--- src/rtl/dsc_pkg.sv ---
// Shared definitions for the dual-strobe counter.
// Assumes: one update kind per clock cycle, chosen by priority.
package dsc_pkg;
    typedef enum logic [2:0] {
        STEP_HOLD  = 3'd0,
        STEP_UP    = 3'd1,
        STEP_DOWN  = 3'd2,
        STEP_LOAD  = 3'd3,
        STEP_CLEAR = 3'd4
    } step_t;
endpackage

--- src/rtl/dsc_sync.sv ---
// Multi-flop synchronizer for a vector of unrelated asynchronous bits.
// Assumes: each bit is independent; STAGES >= 1; INIT is the idle level
// the bits take during system reset.
module dsc_sync #(
    parameter int          N      = 1,
    parameter int          STAGES = 2,
    parameter logic [N-1:0] INIT  = '0
) (
    input  logic         clk,
    input  logic         rst_n,
    input  logic [N-1:0] d,
    output logic [N-1:0] q
);
    logic [N-1:0] stg [STAGES];

    // Shift the sampled inputs through the flop chain.
    always_ff @(posedge clk) begin
        if (!rst_n) begin
            for (int i = 0; i < STAGES; i++) stg[i] <= INIT;
        end else begin
            stg[0] <= d;
            for (int i = 1; i < STAGES; i++) stg[i] <= stg[i-1];
        end
    end

    assign q = stg[STAGES-1];
endmodule

--- src/rtl/dsc_edge.sv ---
// Rising-edge detector for synchronized strobes.
// Assumes: inputs are already in the clk domain. The stored level is
// updated every cycle, whether or not the edge is used downstream.
module dsc_edge #(
    parameter int           N    = 2,
    parameter logic [N-1:0] INIT = '1
) (
    input  logic         clk,
    input  logic         rst_n,
    input  logic [N-1:0] lvl_now,
    output logic [N-1:0] lvl_prev,
    output logic [N-1:0] rise
);
    // Remember each strobe's level from the previous cycle.
    always_ff @(posedge clk) begin
        if (!rst_n) lvl_prev <= INIT;
        else        lvl_prev <= lvl_now;
    end

    assign rise = lvl_now & ~lvl_prev;
endmodule

--- src/rtl/dsc_step_decode.sv ---
// Picks this cycle's update kind by priority:
// clear, then load, then a single strobe edge.
// Assumes: all inputs are synchronized. When both strobes rise in the
// same cycle, the result is hold.
module dsc_step_decode
    import dsc_pkg::*;
(
    input  logic  clr_s,
    input  logic  load_s_n,
    input  logic  up_rise,
    input  logic  dn_rise,
    output step_t step
);
    // Priority selection of the update kind.
    always_comb begin
        if (clr_s)                    step = STEP_CLEAR;
        else if (!load_s_n)           step = STEP_LOAD;
        else if (up_rise && !dn_rise) step = STEP_UP;
        else if (dn_rise && !up_rise) step = STEP_DOWN;
        else                          step = STEP_HOLD;
    end
endmodule

--- src/rtl/dsc_count_reg.sv ---
// Count register that applies one decoded update per clock cycle.
// Assumes: the load data is stable while load is active; arithmetic wraps
// modulo 2**WIDTH.
module dsc_count_reg
    import dsc_pkg::*;
#(
    parameter int WIDTH = 4
) (
    input  logic             clk,
    input  logic             rst_n,
    input  step_t            step,
    input  logic [WIDTH-1:0] din,
    output logic [WIDTH-1:0] q
);
    localparam logic [WIDTH-1:0] ONE = WIDTH'(1);

    // Register the next count selected by the update kind.
    always_ff @(posedge clk) begin
        if (!rst_n) begin
            q <= '0;
        end else begin
            unique case (step)
                STEP_CLEAR: q <= '0;
                STEP_LOAD:  q <= din;
                STEP_UP:    q <= q + ONE;
                STEP_DOWN:  q <= q - ONE;
                default:    q <= q;
            endcase
        end
    end
endmodule

--- src/rtl/dual_strobe_counter.sv ---
// Reversible counter with separate up and down strobes, clear, load and
// cascadable active-low carry/borrow outputs.
// Assumes: strobes idle high, and only one strobe is used to count at a
// time. All controls are asynchronous to clk and are synchronized here.
module dual_strobe_counter
    import dsc_pkg::*;
#(
    parameter int WIDTH       = 4,
    parameter int SYNC_STAGES = 2
) (
    input  logic             clk,
    input  logic             rst_n,
    input  logic             clr,
    input  logic             load_n,
    input  logic [WIDTH-1:0] din,
    input  logic             inc_stb,
    input  logic             dec_stb,
    output logic [WIDTH-1:0] q,
    output logic             carry_n,
    output logic             borrow_n
);
    localparam logic [WIDTH-1:0] TOP_VAL = {WIDTH{1'b1}};
    localparam logic [3:0]       CTL_IDLE = 4'b1110;

    logic [3:0] ctl_s;
    logic       clr_s, load_s_n, inc_s, dec_s;
    logic [1:0] lvl_prev, rise;
    logic       inc_l, dec_l;
    step_t      step;

    dsc_sync #(.N(4), .STAGES(SYNC_STAGES), .INIT(CTL_IDLE)) u_sync (
        .clk   (clk),
        .rst_n (rst_n),
        .d     ({dec_stb, inc_stb, load_n, clr}),
        .q     (ctl_s)
    );

    assign clr_s    = ctl_s[0];
    assign load_s_n = ctl_s[1];
    assign inc_s    = ctl_s[2];
    assign dec_s    = ctl_s[3];

    dsc_edge #(.N(2), .INIT(2'b11)) u_edge (
        .clk      (clk),
        .rst_n    (rst_n),
        .lvl_now  ({dec_s, inc_s}),
        .lvl_prev (lvl_prev),
        .rise     (rise)
    );

    assign inc_l = lvl_prev[0];
    assign dec_l = lvl_prev[1];

    dsc_step_decode u_dec (
        .clr_s    (clr_s),
        .load_s_n (load_s_n),
        .up_rise  (rise[0]),
        .dn_rise  (rise[1]),
        .step     (step)
    );

    dsc_count_reg #(.WIDTH(WIDTH)) u_cnt (
        .clk   (clk),
        .rst_n (rst_n),
        .step  (step),
        .din   (din),
        .q     (q)
    );

    // Terminal outputs echo the low phase of the matching strobe at the count limits.
    assign carry_n  = ~((q == TOP_VAL) & ~inc_s);
    assign borrow_n = ~((q == '0) & ~dec_s);
endmodule

--- config.mk ---
export PLATFORM = sky130hd
export DESIGN_NAME = dual_strobe_counter
export DESIGN_NICKNAME = d
export VERILOG_FILES = /design/src/rtl/dsc_pkg.sv /design/src/rtl/dsc_sync.sv /design/src/rtl/dsc_edge.sv /design/src/rtl/dsc_step_decode.sv /design/src/rtl/dsc_count_reg.sv /design/src/rtl/dual_strobe_counter.sv
export SDC_FILE = /design/constraint.sdc
export NUM_CORES = 1
export LEC_CHECK = 0
export BUFFER_PORTS_ARGS = -buffer_cell sky130_fd_sc_hd__buf_2
export CAP_MARGIN = 10
export CORE_MARGIN = 10
export CORE_UTILIZATION = 44
export DETAILED_ROUTE_END_ITERATION = 10
export PLACE_DENSITY = 0.71
export SLEW_MARGIN = 40
export SYNTH_ARGS = -nofsm -noshare
export SYNTH_HDL_FRONTEND = slang
export SYNTH_SLANG_ARGS = --single-unit
--- constraint.sdc ---
create_clock -name clk -period 1.95 [get_ports clk]
set_clock_uncertainty 0.2 [all_clocks]
set_input_delay 0 -clock clk [delete_from_list [all_inputs] [get_ports clk]]
set_output_delay 0 -clock clk [all_outputs]
set_load 0.01 [all_outputs]
== Word-level counts from Yosys, hierarchy flattened ==
Memory sizes are Yosys's and may differ from the RTL's.
Index checks and enable logic that the tools add are counted.

* Output and inout bits: 6
* Bits in writable memories: 8
* Logic and storage cells: 35
* Register bits after elaboration: 6
* Input bits: 10
* Memories: 1

* Bitwise gates (word level): 10
* Mux-type cells: 9
* Reduce and logical (&&, ||, !) cells: 6
* Equal/unequal tests: 5
* Add/subtract/negate cells: 2

{| class="wikitable"
|+ Memory list
! name !! depth !! bits a word !! rd ports !! clocked after memory_dff !! wr ports !! RTL line !! RTL
|-
| u_sync.stg || 2 || 4 || 2 || 0 || 2 || dsc_sync.sv:14 || <nowiki>logic [N-1:0] stg [STAGES];</nowiki>
|}

{| class="wikitable"
|+ Operator list
! kind !! count
|-
| $pmux W4 S4 || 1
|-
| $mux W3 || 3
|-
| $mux W4 || 2
|-
| $eq A3 B2 Y1 const B || 2
|-
| $add A4 B1 Y4 const B || 1
|-
| $eq A4 B4 Y1 const B || 1
|-
| $logic_not A4 Y1 || 1
|-
| $not A1 Y1 || 4
|-
| $reduce_bool A4 Y1 || 1
|-
| $sub A4 B1 Y4 const B || 1
|-
| $eq A3 B1 Y1 const B || 1
|-
| $eq A3 B3 Y1 const B || 1
|-
| $and A1 B1 Y1 || 2
|-
| $and A2 B2 Y2 || 1
|-
| $logic_and A1 B1 Y1 || 2
|-
| $logic_not A1 Y1 || 2
|-
| $mux W1 || 2
|-
| $mux W2 || 1
|-
| $not A2 Y2 || 1
|-
| $or A1 B1 Y1 || 2
|}

== Logic depth before layout (Yosys ltp) ==
* Word-level depth: 10
* Mapped depth: 7
* Gate-level depth less buffers: 7

== By module ==
Synthesis repeated with hierarchy kept, for this count alone.

* Cells, all modules: 77
* Area, all modules: 748.2 um2

{| class="wikitable"
|+ Modules (own cells, without submodules)
! module !! area each (um2) !! cells each !! instances
|-
| dsc_count_reg || 372.9 || 41 || 1
|-
| dsc_sync || 240.2 || 20 || 1
|-
| dsc_edge || 80.1 || 6 || 1
|-
| dsc_step_decode || 30.0 || 5 || 1
|-
| dual_strobe_counter || 25.0 || 5 || 1
|}

== Worst setup path after synthesis ==
OpenSTA, ideal clock, no wires.

* Path kind: flip-flop to flip-flop
* Start point: reg u_edge.lvl_prev[1]
* End point: reg u_cnt.q[3]
* Library setup time: 0.103 ns
* Period minus slack after synthesis: 2.168 ns
* Cell stages (with the launch flop): 8
* Setup slack: -0.218 ns
* Path buffers: 0
* Required time: 1.647 ns
* Data arrival time: 1.865 ns
* Cell sequence: dfxtp_1 -> nand2b_1 -> nor4b_4 -> ha_1 -> a21o_1 -> a21oi_1 -> xnor2_1 -> a2111oi_2

* Longest elaborated chain between the ends: 9
* Elaborated cells between the ends (all ways): 15

{| class="wikitable"
|+ Ends and longest elaborated chain
! element !! RTL line !! RTL
|-
| start, declared || dsc_edge.sv:11 || <nowiki>output logic [N-1:0] lvl_prev,</nowiki>
|-
| start signal, assigned || dsc_edge.sv:17 || <nowiki>else lvl_prev <= lvl_now;</nowiki>
|-
| $not A2 Y2 * || dsc_edge.sv:20 || <nowiki>assign rise = lvl_now & ~lvl_prev;</nowiki>
|-
| $and A2 B2 Y2 * || dsc_edge.sv:20 ||
|-
| $logic_and A1 B1 Y1 / $logic_not A1 Y1 (equally long branches) || dsc_step_decode.sv:19, dsc_step_decode.sv:18 ||
|-
| $mux W2 / $logic_and A1 B1 Y1 (equally long branches) || dsc_step_decode.sv:19, dsc_step_decode.sv:18 ||
|-
| $mux W3 * || dsc_step_decode.sv:18 || <nowiki>else if (up_rise && !dn_rise) step = STEP_UP;</nowiki>
|-
| $mux W3 * || dsc_step_decode.sv:17 || <nowiki>else if (!load_s_n) step = STEP_LOAD;</nowiki>
|-
| $mux W3 * || dsc_step_decode.sv:16 || <nowiki>if (clr_s) step = STEP_CLEAR;</nowiki>
|-
| $eq A3 B2 Y1, or another cell as far along || dsc_count_reg.sv:22 || <nowiki>unique case (step)</nowiki>
|-
| $pmux W4 S4 / $reduce_bool A4 Y1 (equally long branches) || n/a ||
|-
| end signal, assigned || dsc_count_reg.sv:24 || <nowiki>STEP_LOAD: q <= din;</nowiki>
|-
| end signal, assigned || dsc_count_reg.sv:25 || <nowiki>STEP_UP: q <= q + ONE;</nowiki>
|-
| end signal, assigned || dsc_count_reg.sv:26 || <nowiki>STEP_DOWN: q <= q - ONE;</nowiki>
|-
| end, declared || dsc_count_reg.sv:13 || <nowiki>output logic [WIDTH-1:0] q</nowiki>
|}

Every way passes the cells marked *; elsewhere a longest branch is shown, timed or not.
A chain may end at the register's enable or synchronous reset.

== Worst setup path in the final report ==
Same ends and word-level chain as after synthesis.

==> summary.md <==
| Metric | Value |
|---|---|
| HPWL after DPL | `1000 um` |
| Nets | `112` |
| Routed Antenna Nets | `0` |
| Pleak | `0.455 nW` |
| Core area | `0.00133 mm^2` |
| Pwr/cell area | `646 mW/mm^2` |
| Hold Startpoint | `u_sync.stg[0][1]` |
| Routing usage on met3 | `3.70%` |
| Area leader, netlist | `dfxtp_1` |
| Hold WC Path Type | `reg2reg` |
| Skew-Pair Late Insertion Delay | `0.28 ns` |
| Clock Pin Slew Worst Setup and Hold Paths | `0.09 ns` |
| CP Launch Type | `flop` |
| Final hold viol count | `0` |
| N_diodes | `0` |
| Sequential share of the synthesized area | `43.9%` |
| Status | `complete, but fails checks` |
| #FFs+latches synth | `14` |
| Max_slew headroom | `75.5%` |
| Element type at the critical path end | `flop` |
| # DRC | `0` |
| Synthesized area per cell | `10.8 um^2` |
| Clock Path Buffers | `2` |
| WHS | `0.214 ns` |
| Netlist cell types | `25` |
| Commonest non-fill, non-tap cells in the layout | `buf_2 (15), dlygate4sd3_1 (13), dfxtp_1 (12)` |
| Root buffer cell | `clkbuf_4` |
| Die height | `58.1 um` |
| Most used routing layer | `met2` |
| Row count | `13` |
| FF-to-FF Start | `u_edge.lvl_prev[1]` |
| CTS Buf Count | `3` |
| Slowest cell on crit path | `nor4b_4` |
| Syn. warnings | `0` |
| Placer Congestion | `0.830` |
| Die width | `58.1 um` |
| Synth-to-layout area growth | `52.2%` |
| Peak Freq | `495 MHz` |
| Req. time, crit path | `1.93 ns` |
| Starting Density | `47.8%` |
| Avg WL per Cell | `12.8 um` |
| Worst slew pin tran | `0.366 ns` |
| Top cell type's share of synthesized area | `43.9%` |
| Vias in the first global route | `598` |
| Layout cells sized above 1 | `37.8%` |
| Final critical-path required period | `2.02 ns` |
| Initial antenna violation count | `0` |
| 1st-iter DRT viols | `1` |
| Syn Inst Count | `59` |
| Final period util | `104%` |
| Largest stage delay on the critical path | `0.32 ns` |
| DRT Wirelength | `1450 um` |
| Syn Std Cell Area | `638 um^2` |
| H-Tree Depth | `1` |
| Worst VDD drop | `0.000436 V` |
| Largest cells by area after synthesis | `dfxtp_1 (44%), nand2b_1 (11%), xnor2_2 (5.1%)` |
| CTS tree | `yes` |
| Failing checks | `setup timing` |
| Final Max Slew Viols | `0` |
| Crit-path max FO | `3` |
| Die area | `0.00337 mm^2` |
| RSZ-0062 raised after global routing | `yes` |
| MaxCap Viol Count | `0` |
| GRT overflow | `0` |
| Finish-stage setup viols | `2` |
| Source of the critical timing path | `u_edge.lvl_prev[1]` |
| TritonRoute pass-1 iters | `4` |
| Gr usage total | `9.17%` |
| Cell breakdown of the critical path | `nand2b_4 -> nor4b_4 -> ha_1 -> a21o_1 -> a21oi_2 -> xnor2_1 -> a2111oi_2` |
| IO Count | `16` |
| Met2 Use GR | `14.4%` |
| Non-Filler Instances | `113` |
| Crit Path Category | `reg2reg` |
| Dpl cells | `94` |
| Reg2reg setup slack | `-0.07 ns` |
| CTS sink count | `14` |
| Routed vias | `530` |
| Port Buf Inserts | `15` |
| Via density per instance | `4.69` |
| First-pass GRT wire length | `2500 um` |
| WP data arrival | `2.00 ns` |
| Most common cell after layout, fill and taps aside | `buf_2` |
| Mapped Nets | `72` |
| PnR worst setup slack | `-0.0701 ns` |
| Largest net degree at the start of global routing | `12` |
| Met1 GRT Util | `10.3%` |
## state kept, by name, indices dropped and copies added (netlist names)
| register | cells |
|---|---|
| u_sync.stg | 8 |
| u_cnt.q | 4 |
| u_edge.lvl_prev | 2 |
## per-stage QoR
step                      setup TNS, ns  utilization, %  power [mW]  instance area [um^2]  setup WS [ns]
after global placement          -0.0301            59.1       0.401                   788        -0.0301
after global routing             -0.440            72.8       0.661                   971         -0.155
after floorplan                  -0.103               -       0.371                   651         -0.103
after CTS                        -0.162            72.2       0.637                   963        -0.0990
after detailed placement         -0.114            59.1       0.404                   788         -0.114
final                            -0.101            72.8       0.627                   971        -0.0701
## cell type report
cell class | instances | area (um^2)
fillers | 97 | 363
multi-input cells | 43 | 360
flip-flops and latches | 14 | 283
repair buffers | 37 | 273
clock buffers | 4 | 36.3
well taps | 15 | 18.8
## cell usage after synthesis (all sizes together)
cell type and n:
fa 1, nand4 1, a211oi 1, ha 2, xor2 1, nor2b 1, nand2b 11, clkbuf 1
buf 1, nor3 1, nor4b 1, nor2 5, nand2 2, o211ai 1, a2111oi 1, a21o 1
nor3b 1, xnor2 4, or2 1, dfxtp 14, a21oi 2, mux2i 2, and2 2, a21boi 1
## worst paths after layout
check,cells past startpoint,endpoint
min reg2reg,1,u_sync.stg[0][5]
max reg2reg,7,u_cnt.q[3]
min,1,u_sync.stg[0][5]
max,7,u_cnt.q[3]
## worst max-delay path: cells and delay by family, from the launching register on
family | cells | cell delay [ns]
AO/OA/AOI/OAI | 3 | 0.58
XOR/XNOR | 1 | 0.09
adder cells (fa/ha/maj) | 1 | 0.28
flip-flops | 1 | 0.31
AND/OR/NAND/NOR | 2 | 0.46
## power by group
| part | switching [mW] | internal (mW) |
|---|---|---|
| Combinational | 0.0420 | 0.0631 |
| Sequential | 0.0131 | 0.301 |
| Clock | 0.0946 | 0.114 |
| Total | 0.150 | 0.477 |
## kinds of logic (layout without fill, tap and decap cells)
group	count (synthesis)	in the layout	synth area share, %
DFF	14	14	43.9
AOI/OAI and AO/OA	7	7	8.63
adders and majority gates	3	3	7.06
xor gates and xnor gates	5	5	9.22
muxes	2	2	3.14
buffers and inverters	2	41	1.37
and+or+nand+nor	26	26	26.7
## metal layers
| metal | vias up | routed length [um] |
|---|---|---|
| met3 | 2 | 82 |
| met1 | 243 | 662 |
| met2 | 11 | 699 |
| met5 | - | 0 |
| li1 | 274 | - |
| met4 | 0 | 5 |
## repair_timing
item	4_1_cts	5_1_grt
endpoints found under the hold margin	14	0
buffers inserted	1	1
pin swaps	4	2
resized for setup	1	0
hold buffers	13	0
cloned	0	0
endpoints found under the setup margin	1	3
Note: power is estimated with default switching activity, not from simulation.
